--- src/rtl/prv_state_pkg.sv ---
package prv_state_pkg;
  localparam int ADDR_W = 16;
  localparam int DATA_W = 32;
  localparam int GRP_W  = 4;
  localparam int NFLAG  = 3;

  localparam logic [ADDR_W-1:0] ADDR_FLAGS = 16'h0010;
  localparam logic [ADDR_W-1:0] ADDR_SUPER = 16'h0011;
  localparam logic [DATA_W-1:0] SUPER_RESET = 32'h0000_0001;
  localparam logic [DATA_W-1:0] SUPER_MASK  = 32'hF000_00FF;

  typedef enum logic [1:0] {SEL_NONE, SEL_FLAGS, SEL_SUPER} spr_sel_e;

  function automatic logic [GRP_W-1:0] grp_of(input logic [ADDR_W-1:0] a);
    return a[ADDR_W-1 -: GRP_W];
  endfunction

  function automatic logic [DATA_W-1:0] super_keep(input logic [DATA_W-1:0] d);
    return d & SUPER_MASK;
  endfunction

  function automatic logic [DATA_W-1:0] flags_word(input logic [NFLAG-1:0] f);
    return {{(DATA_W-NFLAG){1'b0}}, f};
  endfunction
endpackage

--- src/rtl/prv_spr_decode.sv ---
module prv_spr_decode
  import prv_state_pkg::*;
#(
  parameter int AW = ADDR_W
) (
  input  logic [AW-1:0] addr,
  input  logic          we,
  input  logic          re,
  input  logic          supv,
  output spr_sel_e      sel,
  output logic          super_wr,
  output logic          flags_wr,
  output logic          viol
);
  localparam int IDX_W = AW - GRP_W;

  logic in_grp0, hit_super, hit_flags;

  always_comb begin
    in_grp0   = (grp_of(addr) == '0);
    hit_super = in_grp0 && (addr[IDX_W-1:0] == ADDR_SUPER[IDX_W-1:0]);
    hit_flags = in_grp0 && (addr[IDX_W-1:0] == ADDR_FLAGS[IDX_W-1:0]);
    if (hit_super)      sel = SEL_SUPER;
    else if (hit_flags) sel = SEL_FLAGS;
    else                sel = SEL_NONE;
    super_wr = hit_super && we && supv;
    flags_wr = hit_flags && we;
    viol     = hit_super && (we || re) && !supv;
  end
endmodule

--- src/rtl/prv_super_reg.sv ---
module prv_super_reg
  import prv_state_pkg::*;
#(
  parameter int DW = DATA_W
) (
  input  logic          clk,
  input  logic          rst_n,
  input  logic          wr,
  input  logic [DW-1:0] wdata,
  output logic [DW-1:0] q
);
  always_ff @(posedge clk or negedge rst_n) begin
    if (!rst_n)  q <= SUPER_RESET;
    else if (wr) q <= super_keep(wdata);
  end
endmodule

--- src/rtl/prv_flag_reg.sv ---
module prv_flag_reg
  import prv_state_pkg::*;
#(
  parameter int NF = NFLAG
) (
  input  logic          clk,
  input  logic          rst_n,
  input  logic          sw_wr,
  input  logic [NF-1:0] sw_data,
  input  logic [NF-1:0] hw_we,
  input  logic [NF-1:0] hw_val,
  output logic [NF-1:0] q
);
  for (genvar i = 0; i < NF; i++) begin : g_flag
    always_ff @(posedge clk or negedge rst_n) begin
      if (!rst_n)         q[i] <= 1'b0;
      else if (sw_wr)     q[i] <= sw_data[i];
      else if (hw_we[i])  q[i] <= hw_val[i];
    end
  end
endmodule

--- src/rtl/prv_state_unit.sv ---
module prv_state_unit
  import prv_state_pkg::*;
(
  input  logic              clk,
  input  logic              rst_n,
  input  logic [ADDR_W-1:0] spr_addr,
  input  logic [DATA_W-1:0] spr_wdata,
  input  logic              spr_we,
  input  logic              spr_re,
  input  logic [NFLAG-1:0]  flag_upd_we,
  input  logic [NFLAG-1:0]  flag_upd_val,
  output logic [DATA_W-1:0] spr_rdata,
  output logic              priv_fault,
  output logic              supv,
  output logic              exc_en,
  output logic              irq_en,
  output logic              dc_en,
  output logic              ic_en,
  output logic              dmmu_en,
  output logic              immu_en,
  output logic              le_en,
  output logic [3:0]        ctx_id
);
  spr_sel_e          sel;
  logic              super_wr, flags_wr, viol;
  logic [DATA_W-1:0] super_q;
  logic [NFLAG-1:0]  flags_q;

  prv_spr_decode #(.AW(ADDR_W)) u_dec (
    .addr(spr_addr), .we(spr_we), .re(spr_re), .supv(super_q[0]),
    .sel(sel), .super_wr(super_wr), .flags_wr(flags_wr), .viol(viol)
  );

  prv_super_reg #(.DW(DATA_W)) u_super (
    .clk(clk), .rst_n(rst_n), .wr(super_wr), .wdata(spr_wdata), .q(super_q)
  );

  prv_flag_reg #(.NF(NFLAG)) u_flags (
    .clk(clk), .rst_n(rst_n), .sw_wr(flags_wr), .sw_data(spr_wdata[NFLAG-1:0]),
    .hw_we(flag_upd_we), .hw_val(flag_upd_val), .q(flags_q)
  );

  always_comb begin
    spr_rdata = '0;
    if (spr_re) begin
      unique case (sel)
        SEL_FLAGS: spr_rdata = flags_word(flags_q);
        SEL_SUPER: spr_rdata = super_q[0] ? super_q : '0;
        default:   spr_rdata = '0;
      endcase
    end
  end

  assign priv_fault = viol;
  assign supv    = super_q[0];
  assign exc_en  = super_q[1];
  assign irq_en  = super_q[2];
  assign dc_en   = super_q[3];
  assign ic_en   = super_q[4];
  assign dmmu_en = super_q[5];
  assign immu_en = super_q[6];
  assign le_en   = super_q[7];
  assign ctx_id  = super_q[DATA_W-1 -: 4];
endmodule

--- config.mk ---
export PLATFORM = sky130hd
export DESIGN_NAME = prv_state_unit
export DESIGN_NICKNAME = d
export VERILOG_FILES = /design/src/rtl/prv_state_pkg.sv /design/src/rtl/prv_spr_decode.sv /design/src/rtl/prv_super_reg.sv /design/src/rtl/prv_flag_reg.sv /design/src/rtl/prv_state_unit.sv
export SDC_FILE = /design/constraint.sdc
export NUM_CORES = 1
export LEC_CHECK = 0
export ABC_AREA = 1
export ABC_CLOCK_PERIOD_IN_PS = 1500
export BUFFER_PORTS_ARGS = -buffer_cell sky130_fd_sc_hd__buf_2
export CELL_PAD_IN_SITES_DETAIL_PLACEMENT = 2
export CELL_PAD_IN_SITES_GLOBAL_PLACEMENT = 2
export CORE_ASPECT_RATIO = 1.75
export CORE_UTILIZATION = 16
export DETAILED_ROUTE_END_ITERATION = 8
export PLACE_DENSITY = 0.76
export SETUP_SLACK_MARGIN = 0.2
export SLEW_MARGIN = 0
export SYNTH_ARGS = -nofsm -noshare
export SYNTH_HDL_FRONTEND = slang
export SYNTH_SLANG_ARGS = --single-unit
export TNS_END_PERCENT = 100
--- constraint.sdc ---
create_clock -name clk -period 1.5 [get_ports clk]
set_input_delay 0.3 -clock clk [delete_from_list [all_inputs] [get_ports clk]]
set_output_delay 0.3 -clock clk [all_outputs]
set_load 0.01 [all_outputs]
Word-level counts from Yosys, hierarchy flattened
Cells that the tools add are included.

word-level totals
  register bits = 15
  word-level logic and storage cells = 32

operators by class
  equality and inequality tests = 4
  muxes and demuxes = 11
  reduce and logical (&&, ||, !) cells = 13

operator list
  kind                                            count
  two-way mux 32 bit                              2
  one-hot mux 32 bit (2 select lines)             1
  == test 12 x 5 -> 1 bit, second input constant  2
  logical AND 1 bit                               7
  two-way mux 1 bit                               7
  nonzero test 2 bit                              3
  zero test 4 bit                                 1
  == test 2 x 1 -> 1 bit, second input constant   1
  == test 2 bit, second input constant            1
  two-way mux 2 bit                               1
  zero test 1 bit                                 1
  logical OR 1 bit                                1

Logic depth before layout (Yosys ltp)
Gate-level depths: netlist of the first run.

  depth after elaboration = 7
  gate-level depth with buffers = 9
  mapped depth without buffers = 8

Cells and area by module
A second synthesis of the first run with hierarchy kept.

unflattened totals
  cells, all modules = 212
  area, all modules = 1296.2 um^2

modules (own cells, without submodules)
  module          times used  cells an instance  area an instance (um^2)  sequential area each (um^2)
  prv_super_reg   1           72                 613.1                    301.5
  prv_state_unit  1           82                 382.9                    0.0
  prv_flag_reg    1           28                 172.7                    75.1
  prv_spr_decode  1           30                 127.6                    0.0

Worst setup path before layout of the first run
Ideal clock, no wire load.

  path kind = in2out
  from = input port spr_addr[9]
  to = output port spr_rdata[28]
  data arrival time = 1143 ps
  setup slack = 57 ps
  stages on the path = 7
  cells stage by stage = nor2_1 > nand2_1 > nor2_4 > nand2_2 > nor2_4 > nand2_2 > nor2_1

between the ends
  cells in the longest elaborated chain, start to end = 7

ends and longest elaborated chain
  item                                                            RTL line              source
  start: declaration                                              prv_state_unit.sv:6   input logic [ADDR_W-1:0] spr_addr,
  == test 12 x 5 -> 1 bit                                         prv_spr_decode.sv:22  hit_flags = in_grp0 && (addr[IDX_W-1:0] == ADDR_FLAGS[IDX_W-1:0]);
  logical AND 1 bit                                               prv_spr_decode.sv:22
  two-way mux 1 bit                                               prv_spr_decode.sv:24  else if (hit_flags) sel = SEL_FLAGS;
  two-way mux 2 bit (*)                                           prv_spr_decode.sv:23  if (hit_super) sel = SEL_SUPER;
  == test 2 bit / == test 2 x 1 -> 1 bit (equally long branches)  prv_state_unit.sv:46  unique case (sel)
  one-hot mux 32 bit (2 select lines) (*)                         prv_state_unit.sv:46
  two-way mux 32 bit (*)                                          prv_state_unit.sv:45  if (spr_re) begin
  end: declaration                                                prv_state_unit.sv:12  output logic [DATA_W-1:0] spr_rdata,

Mark *: on every way between the ends. The rest lies on a longest branch, timed or not.

Final worst setup path of the first run
  from = register u_super.q[0]
  to = output port spr_rdata[0]

between the ends
  cells in the longest elaborated chain, start to end = 3

ends and longest elaborated chain
  item                                 RTL line              source
  start: declaration                   prv_super_reg.sv:10   output logic [DW-1:0] q
  start signal: assignment             prv_super_reg.sv:14   else if (wr) q <= super_keep(wdata);
  two-way mux 32 bit                   prv_state_unit.sv:48  SEL_SUPER: spr_rdata = super_q[0] ? super_q : '0;
  one-hot mux 32 bit (2 select lines)  prv_state_unit.sv:46
  two-way mux 32 bit                   prv_state_unit.sv:45

No other way between the ends.

==> results of run 1 <==
-- cells in the mapped netlist --
library cell / count / share of area
inv_1: 14 / 0.052
nand4_1: 3 / 0.018
a21oi_1: 2 / 0.0098
nor2_4: 3 / 0.033
buf_6: 1 / 0.011
conb_1: 1 / 0.0037
dfstp_2: 1 / 0.026
mux2i_1: 3 / 0.029
o21ai_0: 6 / 0.029
nand2_2: 2 / 0.012
nand3_1: 13 / 0.064
or2_2: 1 / 0.0061
nand2_1: 34 / 0.13
nor2_2: 1 / 0.0061
dfrtp_1: 14 / 0.34
nor2_1: 20 / 0.074
buf_4: 20 / 0.15
buf_2: 2 / 0.0098
-- path summary, 6_finish.rpt --
| check | from | to | slack [ns] |
|---|---|---|---|
| min in group asynchronous | rst_n | u_super.q[1] | 0.50 |
| max in group asynchronous | rst_n | u_super.q[0] | 0.69 |
| max reg2reg | u_super.q[0] | u_super.q[1] | 0.20 |
| min reg2reg | u_super.q[28] | u_super.q[28] | 0.51 |
| min | spr_wdata[3] | u_super.q[3] | 0.28 |
| max | u_super.q[0] | spr_rdata[0] | -0.22 |
-- cells by family (layout without fill, tap and decap cells) --
family | after synthesis | in the layout
AO/OA/AOI/OAI | 8 | 8
buffers and inverters | 37 | 96
flip-flops | 15 | 15
multiplexers | 3 | 3
other | 1 | 20
AND/OR/NAND/NOR | 77 | 78
-- layout make-up --
cell class	count	area, um2
Fill cell	743	4390
Multi-Input combinational cell	109	662
Timing Repair Buffer	78	551
Sequential cell	15	377
Tap cell	80	100
Inverter	14	52.6
Clock buffer	3	41.3
Clock inverter	1	5.00
-- where the power goes --
| part | switching [mW] | leakage (nW) | internal, mW | total (mW) |
|---|---|---|---|---|
| sequential | 0.00527 | 0.199 | 0.413 | 0.418 |
| clock | 0.152 | 0.0255 | 0.184 | 0.336 |
| combinational | 0.0891 | 0.715 | 0.0751 | 0.164 |
-- metal layers --
metal,global-route usage,vias up,part of all wire
met3,0.0180,2,0.053
met5,0,-,0
met1,0.105,550,0.32
met4,0.0349,0,0.0063
met2,0.257,51,0.62
li1,-,554,-
-- state kept, by name, indices dropped and copies added, names as in the netlist --
signal     flops
u_super.q     12
u_flags.q      3
-- stage by stage --
stage                     area, um2  hold slack, ns   util  setup TNS, ns  worst slack, ns
after floorplan                1150         0.00441      -              0           0.0885
after global placement         1460           0.238  0.236          -2.01           -0.159
after detailed placement       1460           0.243  0.236          -2.54           -0.216
after CTS                      1710           0.277  0.276          -2.13           -0.202
after global routing           1790           0.283  0.289          -3.14           -0.295
final                          1790           0.277  0.289          -2.23           -0.217
-- worst max-delay path, stage by stage (launching register included) --
cell and delay (ns):
dfstp_2 0.54, inv_2 0.05, nor2_4 0.21, nand2_4 0.14, o21ai_2 0.09, buf_2 0.15
-- repair_timing --
action,4_1_cts,5_1_grt
resized for setup,36,17
cloned,1,0
pin swaps,9,10
hold endpoints to repair,14,0
hold buffers,1,0
endpoints found under the setup margin,17,28
setup buffers,4,2
==> reports/metrics.yaml, run 1 <==
logic_synthesis:
  seq_area_frac_synth: 0.369
  yosys_warnings: 0
  synth-compound-area-share: 0.0393
  syn_inst: 141
  muxShareOfSynthArea: 0.0294
  synthXorXnorAreaFrac: 0
  netlist_area_um2: 1020
  synth_top_family_by_area: "simple AND/OR/NAND/NOR gates"
  yosys.cell_types.count: 18
  ys_seq_elements: 15
  synth_fa_ha_area_frac: 0
  yosys.area_share.simple: 0.339
  avgSynthCellArea_um2: 7.23
power:
  cellPowerDensity_nw_per_um2: 513
  p_total_mw: 0.918
  p_leak_nw: 0.939
  vdd.ir_drop.worst_uv: 272
place:
  port_buffers: 62
  gp_congestion: 0.714
  dp_hpwl_mm: 2.86
  dp_cells: 288
timing:
  fin_skew_ns: 0.00691
  finalSetupViolCount: 12
  drv_slew: 0
  setup_ws_ns: -0.217
  min_period_over_period: 1.14
  max_freq_mhz: 582
  finalHoldViolCount: 0
  fin_crit_ns: 1.72
  rsz0062_at_grt: "yes"
drt:
  wl_per_cell_um: 13.3
  drt_first_iter_violations: 20
  drcViolationCount: 0
  ant_nets: 0
  wirelength_mm: 3.99
  via_count: 1157
  drtPass1Iterations: 3
  post_drt_via_cell_ratio: 3.86
clock_network:
  numCtsBuffers: 3
  cts_buffer_depth: 2
  ctsHtreeMaxLevel: 1
  cts_tree: "yes"
  clock_sink_count: 15
  clk_latency_ns: 0.25
  clkTransAtPathRegs_ns: 0.07
  cts-root-buf: "clkbuf_8"
global_routing:
  grt_util_all_layers: 0.118
  grt_start_max_net_pins: 16
  grt_pass1_vias: 1249
  grt_pass1_wl_mm: 6.04
  grt-ovfl-total: 0
  antenna_found_initial: 0
floorplan:
  die_w_um: 62.4
  die-area_um2: 6710
  rows: 38
  io_pins: 103
  dieHeight_um: 108
  core_area_um2: 6180
  start_util: 0.165
finish:
  layout_commonest_cell: "buf_2"
  area_growth_pct: 75.3
  drive_gt1_frac: 0.550
  n_antenna_cell: 0
  fin_nets: 279
  final_cell_mix: "buf_2 (48), nand2_1 (27), conb_1 (20), buf_6 (20), dfrtp_1 (14)"
  fin_cells: 300
flow_run:
  cap_viol_max_count: 0
setup_path:
  cp.required_ns: 1.20
  endpoint_kind: "output pin"
  worstSetupPathType: "reg2out"
  ff2ff_path_depth: 6
  critical_path.max_fanout: 5
  cp_data_arrival_time_ns: 1.42
  critPathLaunchType: "flop"
hold_path:
  min_delay_path_depth: 3
  hold_class: "in2reg"
run_status:
  violations: "negative setup slack"
  status: "finished with violations"
Power figures use the tool's default switching activity.
==> run 2: changes to the inputs <==
ABC_AREA = default   (was 1)
CORE_UTILIZATION = 18   (was 16)
PLACE_DENSITY = 0.75   (was 0.76)
==> run 2 against run 1 <==
Against the previous run:
- the run still ends with negative setup slack left
- critical endpoint is now spr_rdata[30]
- sequential cell count did not move
- synthesized cell count is 38% lower
- sequential share of layout area fell by 0.38 points
- clock power barely moved
- maximum frequency decreased by 1.8%
- wire length is 15% lower
- cell count fell by 20%
- first-iteration DRC count fell by 20%
- largest power group unchanged
==> reports/metrics.yaml, run 2 <==
setup_path:
  cp.required_ns: 1.20  # about the same
  critical_path.max_fanout: 6  # +1
  ff2ff_path_depth: 5  # -1
  r2r-end: "u_super.q[4]"
  path_common_cell: "and3_4"
  endpoint: "spr_rdata[30]"
  startpoint: "spr_addr[3]"
  slowest_stage: "nor4_4"
  cp_data_arrival_time_ns: 1.45  # +0.03 ns
  endpoint_kind: "output pin"
  crit_chain: "buf_6 > nor4_4 > and3_4 > and3_4 > and3_4 > buf_6"
  path_depth: 6  # +1
  r2r_start: "u_super.q[0]"
  crit_family: "simple AND/OR/NAND/NOR gates"
  rrSetupSlack_ns: 0.04  # -0.16 ns
  critPathLaunchType: "input port"
  slowest_delay_ns: 0.29  # -0.25 ns
  critPathBufInv: 2  # unchanged
  worstSetupPathType: "in2out"
finish:
  utilization: 0.329  # +0.0393
  fin_nets: 224  # -20%
  largest_register_ffs: 12  # unchanged
  largest-register: "u_super.q"
  layout_commonest_cell: "buf_2"
  drive_gt1_frac: 0.721  # +0.171
  design_area_um2: 1820  # +1.8%
  final_cell_mix: "buf_2 (43), buf_6 (22), conb_1 (20)"
  n_antenna_cell: 0  # unchanged
  top_regs: "u_super.q x12, u_flags.q x3"
  area_growth_pct: 76.4
logic_synthesis:
  netlist.area_leader.share: 0.339  # -0.00416
  avgSynthCellArea_um2: 11.7  # +62%
  yosys.cell_types.count: 25  # +7
  synth_top_family_by_area: "multiplexers"
  netlist_top_cells_count: "buf_4 (20), dfrtp_1 (14), and3_1 (12), mux2_4 (10), mux2_2 (7)"
  synthXorXnorAreaFrac: 0  # unchanged
  yosysMostFrequentCell: "buf_4"
  synth_area_leader_cell: "dfrtp_1"
  synth-compound-area-share: 0.0279  # -0.0114
  synthFlopType: "dfrtp_1"
  syn_inst: 88  # -38%
  yosys.area_share.simple: 0.205  # -0.134
  synthTopCellsByArea: "dfrtp_1 (34%), buf_4 (15%), mux2_4 (15%)"
  synthArstFlopShare: 1.00  # unchanged
  yosys_warnings: 0  # unchanged
  synth-edff-count: 0  # unchanged
  muxShareOfSynthArea: 0.222  # +0.192
  ys_seq_elements: 15  # unchanged
  synth_fa_ha_area_frac: 0  # unchanged
  netlist_area_um2: 1030  # +1.2%
  seq_area_frac_synth: 0.365  # -0.00448
floorplan:
  core_area_um2: 5540  # -10%
  io_pins: 103  # unchanged
  dieHeight_um: 102  # -5.1%
  die_w_um: 59.2  # -5.0%
  die-area_um2: 6050  # -9.8%
  start_util: 0.186  # +0.0213
  rows: 36  # -5.3%
clock_network:
  cts_buffer_depth: 2  # unchanged
  ctsHtreeMaxLevel: 1  # unchanged
  clk_latency_ns: 0.25  # about the same
  numCtsBuffers: 3  # unchanged
  clkTransAtPathRegs_ns: 0.07  # about the same
  cts-root-buf: "clkbuf_8"
  cts_tree: "yes"
  clock_sink_count: 15  # unchanged
timing:
  drv_slew: 0  # unchanged
  rsz0062_at_grt: "yes"
  holdWs_ns: 0.279  # +0.00142 ns
  max_freq_mhz: 572  # -1.8%
  fin_skew_ns: 0.00237  # -0.00455 ns
  fin_crit_ns: 1.75  # +0.0315 ns
  setup_ws_ns: -0.249  # -0.0315 ns
  finalHoldViolCount: 0  # unchanged
  finalSetupViolCount: 27  # +15
  min_period_over_period: 1.17  # +0.0210
run_status:
  status: "finished with violations"
  violations: "negative setup slack"
global_routing:
  grt_pass1_wl_mm: 5.27  # -13%
  grt_pass1_vias: 1084  # -13%
  grt-ovfl-total: 0  # unchanged
  grt_start_max_net_pins: 16  # unchanged
  grt_util_all_layers: 0.119  # +0.00178
  antenna_found_initial: 0  # unchanged
drt:
  post_drt_via_cell_ratio: 3.87  # +0.38%
  ant_nets: 0  # unchanged
  drtPass1Iterations: 2  # -1
  drt_first_iter_violations: 16  # -20%
  drcViolationCount: 0  # unchanged
  via_count: 933  # -19%
  wl_per_cell_um: 14.0  # +5.3%
  wirelength_mm: 3.38  # -15%
flow_run:
  cap_viol_max_count: 0  # unchanged
power:
  vdd.ir_drop.worst_uv: 196  # -28%
  p_leak_nw: 0.899  # -4.3%
  switching_share: 0.253  # -0.0147
  p_int_mw: 0.678  # +0.89%
  p_total_mw: 0.908  # -1.1%
  cellPowerDensity_nw_per_um2: 499  # -2.9%
  power.switching_mw: 0.230  # -6.5%
  pwr-share-comb: 0.170  # -0.009
  power_frac_seq: 0.460  # +0.005
  clkPwrFrac: 0.370  # +0.004
place:
  gp_congestion: 0.730  # +2.1%
  post_dp_cell_area_um2: 1500  # +2.4%
  dp_hpwl_mm: 2.56  # -11%
  place_ws_ns: -0.334  # -0.118 ns
  port_buffers: 62  # unchanged
hold_path:
  hold_class: "in2reg"
run 2: timing repair:
item	in CTS	in global routing
endpoints found under the setup margin	28	28
cloned	2	0
pin swaps	9	7
setup buffers	3	1
gates resized for setup	27	6
hold buffers	1	0
hold endpoints to repair	14	0
run 2: metal layers:
| layer | global-route usage | share of wire | wire (um) |
|---|---|---|---|
| met5 | 0 | 0 | 0 |
| met4 | 0.0165 | 0 | 0 |
| met3 | 0.0316 | 0.076 | 258 |
| met2 | 0.250 | 0.61 | 2050 |
| met1 | 0.110 | 0.32 | 1070 |
run 2: through the flow:
stage / cells / setup TNS (ns)
after detailed placement: 230 / -7.19
after global routing: 241 / -5.44
after floorplan: 107 / -0.557
after CTS: 240 / -3.94
after global placement: 230 / -6.66
final: 241 / -4.16
run 2: final cells by class:
cell class | count | area [um2]
Clock buffer | 4 | 45.0
Fill cell | 627 | 3720
Inverter | 1 | 3.75
Multi-Input combinational cell | 69 | 682
Sequential cell | 15 | 377
Tap cell | 76 | 95.1
Timing Repair Buffer | 76 | 618
run 2: worst register-to-register path, delay by kind of cell, from the launching register on:
kind | cells | cell delay [ns]
simple gates | 2 | 0.27
buf+inv | 2 | 0.24
flops | 1 | 0.54
mux | 1 | 0.29
run 2: worst min path at each step:
stage	start	endpoint	cells past startpoint
floorplan	rst_n	u_flags.q[0]	0
global placement	rst_n	u_flags.q[0]	1
detailed placement	rst_n	u_flags.q[0]	1
global route	spr_wdata[6]	u_super.q[6]	2
CTS	spr_wdata[6]	u_super.q[6]	2
finish	spr_wdata[6]	u_super.q[6]	2
run 2: power groups by stage:
stage | logic, mW | registers, mW | clock network (mW)
after floorplan | 0.0977 | 0.423 | 0
after global placement | 0.133 | 0.425 | 0
after detailed placement | 0.136 | 0.425 | 0
after CTS | 0.152 | 0.418 | 0.357
after global routing | 0.169 | 0.419 | 0.368
final | 0.155 | 0.417 | 0.335
run 2: logic make-up after synthesis:
kind of cell	after synthesis
AO/OA/AOI/OAI	4
AND/OR/NAND/NOR	27
multiplexers	17
other	1
flip-flops	15
buffers and inverters	24
